--- src/rtl/bl_pkg.sv ---
package bl_pkg;

    typedef enum logic [1:0] {
        CMD_IDLE = 2'd0,
        CMD_SET  = 2'd1,
        CMD_CLR  = 2'd2,
        CMD_BAD  = 2'd3
    } bl_cmd_e;

    typedef struct packed {
        logic q;
        logic qn;
        logic bad;
    } bl_state_t;

    localparam bl_state_t BL_STATE_RST = '{q: 1'b0, qn: 1'b1, bad: 1'b0};

    function automatic bl_cmd_e bl_decode(input logic set_n, input logic clr_n);
        unique case ({set_n, clr_n})
            2'b11:   return CMD_IDLE;
            2'b01:   return CMD_SET;
            2'b10:   return CMD_CLR;
            default: return CMD_BAD;
        endcase
    endfunction

endpackage

--- src/rtl/bl_sync.sv ---
module bl_sync #(
    parameter int unsigned STAGES = 2,
    parameter logic        IDLE   = 1'b1
) (
    input  logic clk,
    input  logic rst,
    input  logic din,
    output logic dout
);
    logic [STAGES-1:0] chain;

    always_ff @(posedge clk) begin
        if (rst) chain <= {STAGES{IDLE}};
        else     chain <= {chain[STAGES-2:0], din};
    end

    assign dout = chain[STAGES-1];
endmodule

--- src/rtl/bl_hold_timer.sv ---
module bl_hold_timer #(
    parameter int unsigned HOLD = 100_000_000
) (
    input  logic clk,
    input  logic rst,
    input  logic start,
    input  logic stop,
    output logic expire,
    output logic running
);
    localparam int unsigned CW = $clog2(HOLD + 1);
    localparam logic [CW-1:0] LAST = CW'(HOLD - 1);

    logic [CW-1:0] cnt;

    assign expire = running && (cnt == LAST);

    always_ff @(posedge clk) begin
        if (rst) begin
            running <= 1'b0;
            cnt     <= '0;
        end else if (start) begin
            running <= 1'b1;
            cnt     <= '0;
        end else if (stop || expire) begin
            running <= 1'b0;
            cnt     <= '0;
        end else if (running) begin
            cnt <= cnt + 1'b1;
        end
    end

    AST_CNT_BOUND: assert property (@(posedge clk) disable iff (rst)
        running |-> (cnt < CW'(HOLD)));
    AST_STOP_IDLE: assert property (@(posedge clk) disable iff (rst)
        (stop && !start) |=> !running);
endmodule

--- src/rtl/bl_latch_core.sv ---
module bl_latch_core
    import bl_pkg::*;
(
    input  logic      clk,
    input  logic      rst,
    input  bl_cmd_e   cmd,
    input  logic      expire,
    output logic      start,
    output logic      stop,
    output bl_state_t st
);
    bl_state_t nxt;

    assign start = (cmd == CMD_SET) && !st.q;
    assign stop  = (cmd == CMD_CLR);

    always_comb begin
        nxt     = st;
        nxt.bad = (cmd == CMD_BAD);
        if (expire) begin
            nxt.q = 1'b0;
        end else begin
            unique case (cmd)
                CMD_SET:  nxt.q = 1'b1;
                CMD_CLR:  nxt.q = 1'b0;
                default:  nxt.q = st.q;
            endcase
        end
        nxt.qn = ~nxt.q;
    end

    always_ff @(posedge clk) begin
        if (rst) st <= BL_STATE_RST;
        else     st <= nxt;
    end

    AST_SET_TAKES: assert property (@(posedge clk) disable iff (rst)
        (cmd == CMD_SET && !expire) |=> st.q);
    AST_CLR_TAKES: assert property (@(posedge clk) disable iff (rst)
        (cmd == CMD_CLR) |=> !st.q);
    AST_IDLE_HOLD: assert property (@(posedge clk) disable iff (rst)
        (cmd == CMD_IDLE && !expire) |=> $stable(st.q));
    AST_BAD_HOLD: assert property (@(posedge clk) disable iff (rst)
        (cmd == CMD_BAD && !expire) |=> ($stable(st.q) && st.bad));
    AST_BAD_DROP: assert property (@(posedge clk) disable iff (rst)
        (cmd != CMD_BAD) |=> !st.bad);
    AST_RST_STATE: assert property (@(posedge clk)
        rst |=> (!st.q && st.qn && !st.bad));
endmodule

--- src/rtl/bounce_latch.sv ---
module bounce_latch
    import bl_pkg::*;
#(
    parameter int unsigned HOLD_CYCLES = 100_000_000,
    parameter int unsigned SYNC_STAGES = 2
) (
    input  logic clk,
    input  logic rst,
    input  logic set_n_i,
    input  logic clr_n_i,
    output logic q_o,
    output logic qn_o,
    output logic invalid_o
);
    localparam int unsigned N_CONTACTS = 2;

    logic [N_CONTACTS-1:0] raw_n;
    logic [N_CONTACTS-1:0] clean_n;
    bl_cmd_e   cmd;
    bl_state_t st;
    logic      start, stop, expire, running;

    assign raw_n = {set_n_i, clr_n_i};

    for (genvar g = 0; g < N_CONTACTS; g++) begin : g_sync
        bl_sync #(.STAGES(SYNC_STAGES), .IDLE(1'b1)) u_sync (
            .clk (clk),
            .rst (rst),
            .din (raw_n[g]),
            .dout(clean_n[g])
        );
    end

    assign cmd = bl_decode(clean_n[1], clean_n[0]);

    bl_latch_core u_core (
        .clk   (clk),
        .rst   (rst),
        .cmd   (cmd),
        .expire(expire),
        .start (start),
        .stop  (stop),
        .st    (st)
    );

    bl_hold_timer #(.HOLD(HOLD_CYCLES)) u_timer (
        .clk    (clk),
        .rst    (rst),
        .start  (start),
        .stop   (stop),
        .expire (expire),
        .running(running)
    );

    assign q_o       = st.q;
    assign qn_o      = st.qn;
    assign invalid_o = st.bad;

    AST_COMPL: assert property (@(posedge clk) disable iff (rst)
        q_o != qn_o);
    AST_TIMER_TRACKS: assert property (@(posedge clk) disable iff (rst)
        q_o == running);
endmodule

--- config.mk ---
export PLATFORM = sky130hd
export DESIGN_NAME = bounce_latch
export DESIGN_NICKNAME = d
export VERILOG_FILES = /design/src/rtl/bl_pkg.sv /design/src/rtl/bl_sync.sv /design/src/rtl/bl_hold_timer.sv /design/src/rtl/bl_latch_core.sv /design/src/rtl/bounce_latch.sv
export SDC_FILE = /design/constraint.sdc
export NUM_CORES = 1
export LEC_CHECK = 0
export BUFFER_PORTS_ARGS = -buffer_cell sky130_fd_sc_hd__buf_2
export CORE_MARGIN = 3
export CORE_UTILIZATION = 50
export DETAILED_ROUTE_END_ITERATION = 10
export PLACE_DENSITY = 0.64
export SYNTH_ARGS = -nofsm -noshare
export SYNTH_HDL_FRONTEND = slang
export SYNTH_SLANG_ARGS = --single-unit
--- constraint.sdc ---
create_clock -name clk -period 2.6 [get_ports clk]
set_clock_uncertainty 0.2 [all_clocks]
set_input_delay 0.26 -clock clk [delete_from_list [all_inputs] [get_ports clk]]
set_output_delay 0.26 -clock clk [all_outputs]
set_load 0.02 [all_outputs]
## Word-level counts from Yosys, hierarchy flattened

Cells that the tools add are included.

| cells by class | value |
|---|---|
| add/sub/neg operators | 1 |
| reduce and logical (&&, ||, !) cells | 6 |
| equal/unequal tests | 7 |
| bitwise operators | 1 |
| multiplexer cells | 5 |

Operators with widths:

| kind | count |
|---|---|
| adder 27 x 1 -> 27 bit, second input constant | 1 |
| equality test 27 bit, second input constant | 1 |
| equality test 2 bit, second input constant | 4 |
| one-hot mux 2 bit (3 select lines) | 1 |
| equality test 2 x 1 -> 1 bit, second input constant | 2 |
| two-way mux 1 bit | 3 |
| OR reduction 3 bit | 1 |
| logical AND 1 bit | 2 |
| one-hot mux 1 bit (2 select lines) | 1 |
| nonzero test 2 bit | 1 |
| zero test 1 bit | 1 |
| logical OR 1 bit | 1 |
| NOT 1 bit | 1 |

| word-level totals | value |
|---|---|
| output and inout bits | 3 |
| flip-flop bits (word level) | 35 |
| logic and storage cells | 27 |

## Logic depth before layout (Yosys ltp)

| depth | value |
|---|---|
| word-level depth | 6 |
| mapped depth | 7 |
| gate-level depth less buffers | 6 |

## Modules after synthesis

Synthesis repeated with hierarchy kept, for this count alone.

| second synthesis, totals | value |
|---|---|
| cells, all modules | 186 |
| area total of the unflattened synthesis | 1,679.1 um^2 |

Modules (own cells, without submodules):

| module | cells an instance | instances | area an instance (um^2) | seq. area each (um^2) |
|---|---|---|---|---|
| bl_hold_timer | 163 | 1 | 1,427.6 | 560.5 |
| bl_latch_core | 13 | 1 | 138.9 | 60.1 |
| bl_sync | 4 | 2 | 52.6 | 40.0 |
| bounce_latch | 2 | 1 | 7.5 | 0.0 |

## Worst setup path after synthesis

OpenSTA, ideal clock, no wires.

| path | value |
|---|---|
| kind | reg-to-reg |
| from | register u_timer.cnt[0] |
| to | register u_timer.cnt[4] |
| setup slack | 0.529 ns |
| cell stages (with the launch flop) | 8 |
| data required time | 2.283 ns |
| library setup time | 0.117 ns |
| arrival time | 1.753 ns |
| cells stage by stage | dfxtp_1 > ha_1 > and4_1 > clkbuf_1 > nand4_1 > o21ai_1 > buf_2 > nor2_1 |

| on the way | value |
|---|---|
| cells in the longest elaborated chain, start to end | 4 |
| elaborated cells on any way between the ends | 5 |
| those cells by class | add/sub (1); eq/ne (1); reduce/logical (3) |

RTL lines:

| element | line | text |
|---|---|---|
| start, declared | bl_hold_timer.sv:14 | `logic [CW-1:0] cnt;` |
| start signal, assigned | bl_hold_timer.sv:29 | `cnt <= cnt + 1'b1;` |
| branches (longest 4 deep; another with adder 27 x 1 -> 27 bit) | -- |  |

Several ways; the timed one is not identified.
A chain may end at the register's enable or synchronous reset.

## Worst setup path after layout

| path | value |
|---|---|
| from | register u_timer.cnt[14] |
| to | register u_timer.cnt[26] |

Same word-level chain as after synthesis.

==> results.tsv <==
stage	metric	value	unit
pwr	p_leak	0.000596	uW
setup_path	max_stage_delay	650	ps
detailed_routing	wl_per_cell	13.2	um
global_route	grt_pass1_wl	5440	um
placement	dpl.hpwl	2240	um
final_layout	num-fill-cells	282	
synth	ys_seq_area_share	42.7	%
clocking	cts-root-buf	clkbuf_4	
synth	yosysTopAreaCell	dfxtp_1	
sta	fmax	0.457	GHz
clocking	cts.htree.levels	2	
synth	synthTopCellsByArea	dfxtp_1 (43%), nand4_1 (5.3%), a21oi_1 (4.3%), nor2_1 (3.4%), or4_1 (3.2%)	
pwr	power_density	514	nW/um^2
pwr	ir_drop	0.289	mV
placement	place.gp.congestion	0.778	
floorplan	fp.dieH	63.3	um
clocking	cts_sinks	35	
synth	synthMostInstantiatedCell	dfxtp_1	
setup_path	path_cells	and4_1 > nand4_1 > or4_1 > a21oi_1	
floorplan	start_util	53.3	%
setup_path	crit_arrival	2270	ps
global_route	overflow	0	
detailed_routing	ant_nets	0	
sta	tns	0	ps
clocking	cts_setup_buffers	0	
global_route	grtUsageTotal	17.1	%
synth	synthFlopType	dfxtp_1	
floorplan	core-area	3080	um^2
final_layout	n_antenna_cell	0	
detailed_routing	drc	0	
detailed_routing	drt-initial-drc-count	89	
floorplan	boundaryPins	7	
floorplan	dieArea	4000	um^2
detailed_routing	via_count	1368	
synth	syn_inst	185	
setup_path	end_kind	flop	
sta	worst_pin_slew	480	ps
synth	synth_cell_type_count	31	
sta	rsz0062_at_grt	no	
run_status	status	finished, final reports clean	
setup_path	crit_slowest_cell	or4_1	
sta	slew_headroom	67.7	%
floorplan	rows	20	
final_layout	areaGrowthSynthToFinish	8.63	%
synth	synthArstFlopShare	0	%
clocking	cts_buffers	5	
clocking	cts_tree	done	
final_layout	final_nets	201	
placement	io_buffers	6	
sta	slew_viol_final	0	
synth	synthesis.area	1640	um^2
setup_path	critPathRequiredTime	2690	ps
clocking	clk_path_buf_depth	2	
synth	synth_common_cells	dfxtp_1 (35), nor2_1 (15), a21oi_1 (14), nand4_1 (14), nand2_1 (10)	
clocking	hold_buffers	3	
sta	period_minus_slack	2190	ps
detailed_routing	wirelength	3150	um
synth	synth_seq_cells	35	
detailed_routing	first_pass_iters	4	
clocking	clk_latency	340	ps
global_route	antenna_found_initial	0	
sta	finalSetupViolCount	0	
synth	netlist.area_leader.share	42.7	%
sta	fin_crit_sh	84.2	%
setup_path	crit_type	flop to flop	
detailed_routing	avgViaCountPerCell	5.75	
clocking	clk_pin_slew	100	ps
sta	setup_slack	412	ps
final_layout	layout-drive-gt1-share	12.4	%
placement	dp_slack	467	ps
final_layout	finalCoreUtilization	57.8	%
synth	avgSynthCellArea	8.86	um^2
sta	finalHoldViolCount	0	
flow_run	drv_cap	0	
synth	ys.warnings.count	0	
global_route	grt_pass1_vias	1206	
clocking	cts_resized	0	
floorplan	fp.dieW	63.3	um
synth	syn_nets	193	
synth	synth-edff-count	0	
global_route	grt_max_degree	28	
setup_path	critical_path.max_fanout	14	
min_path	min_path_type	flop to flop	
setup_path	start_kind	flop	
where the power goes:
group	total [uW]	internal (uW)	switching, uW
clock	335	159	176
combinational	35.4	14.8	20.6
sequential	544	541	3.28
cells in the final DEF (no fill, tap or decap), types with 3 or more instances in the layout:
cell type	instances
xnor2_1	6
xor2_1	6
ha_1	4
nand3_1	6
a21oi_1	14
nor2_1	15
or2_2	5
dlygate4sd3_1	3
o21ai_0	8
inv_1	6
clkbuf_4	5
dfxtp_1	35
nor3_1	4
nand2_1	10
or4_1	7
and4_1	5
nand4_1	14
o31ai_1	6
or3_1	8
buf_2	6
cell type report:
type | count | area [um^2] | share of cell area (%)
well taps | 44 | 55.1 | 3.09
repair buffers | 11 | 75.1 | 4.22
multi-input cells | 134 | 858 | 48.2
clock buffers | 8 | 68.8 | 3.87
flip-flops and latches | 35 | 701 | 39.4
inverters | 6 | 22.5 | 1.26
logic make-up (layout without fill, tap and decap cells):
logic type      Yosys count  after routing  synth area share (%)
simple gates             86             86                  31.4
flops                    35             35                  42.7
compound gates           30             30                  10.3
buf+inv                  16             25                  4.89
xor+xnor                 12             12                  6.41
fa+ha+maj                 4              4                  3.05
mux                       2              2                  1.22
state kept, by name, summed over array words and instances, names as in the netlist:
signal,flops
u_timer.cnt,27
g_sync.u_sync.chain,4
u_core.st,3
u_timer.running,1
per-stage QoR:
step	total power, uW	std cells	hold slack, ps	area (um^2)
floorplan	580	185	164	1640
global placement	588	227	193	1680
detailed placement	589	227	197	1680
CTS	921	238	220	1780
global route	953	238	251	1780
finish	915	238	216	1780
critical path, delay by kind of cell (launching register included):
family             cells  cell delay, ps
and+or+nand+nor        3            1390
DFF                    1             390
AOI/OAI and AO/OA      1             150
final timing paths:
check,from,end,slack [ps],cells past startpoint
worst max-delay path,u_timer.cnt[14],u_timer.cnt[26],410,4
worst min-delay path,g_sync[1].u_sync.chain[0],g_sync[1].u_sync.chain[1],220,1
worst max register to register,u_timer.cnt[14],u_timer.cnt[26],410,4
worst min register to register,g_sync[1].u_sync.chain[0],g_sync[1].u_sync.chain[1],220,1
per-layer routing:
metal | up-vias | routed length [um] | track usage (%)
met1 | 637 | 1490 | 21.4
met3 | 5 | 163 | 5.35
met2 | 36 | 1440 | 27.0
met4 | 0 | 52 | 7.55
met5 | - | 0 | 0
li1 | 690 | - | -
Power figures use the tool's default switching activity.
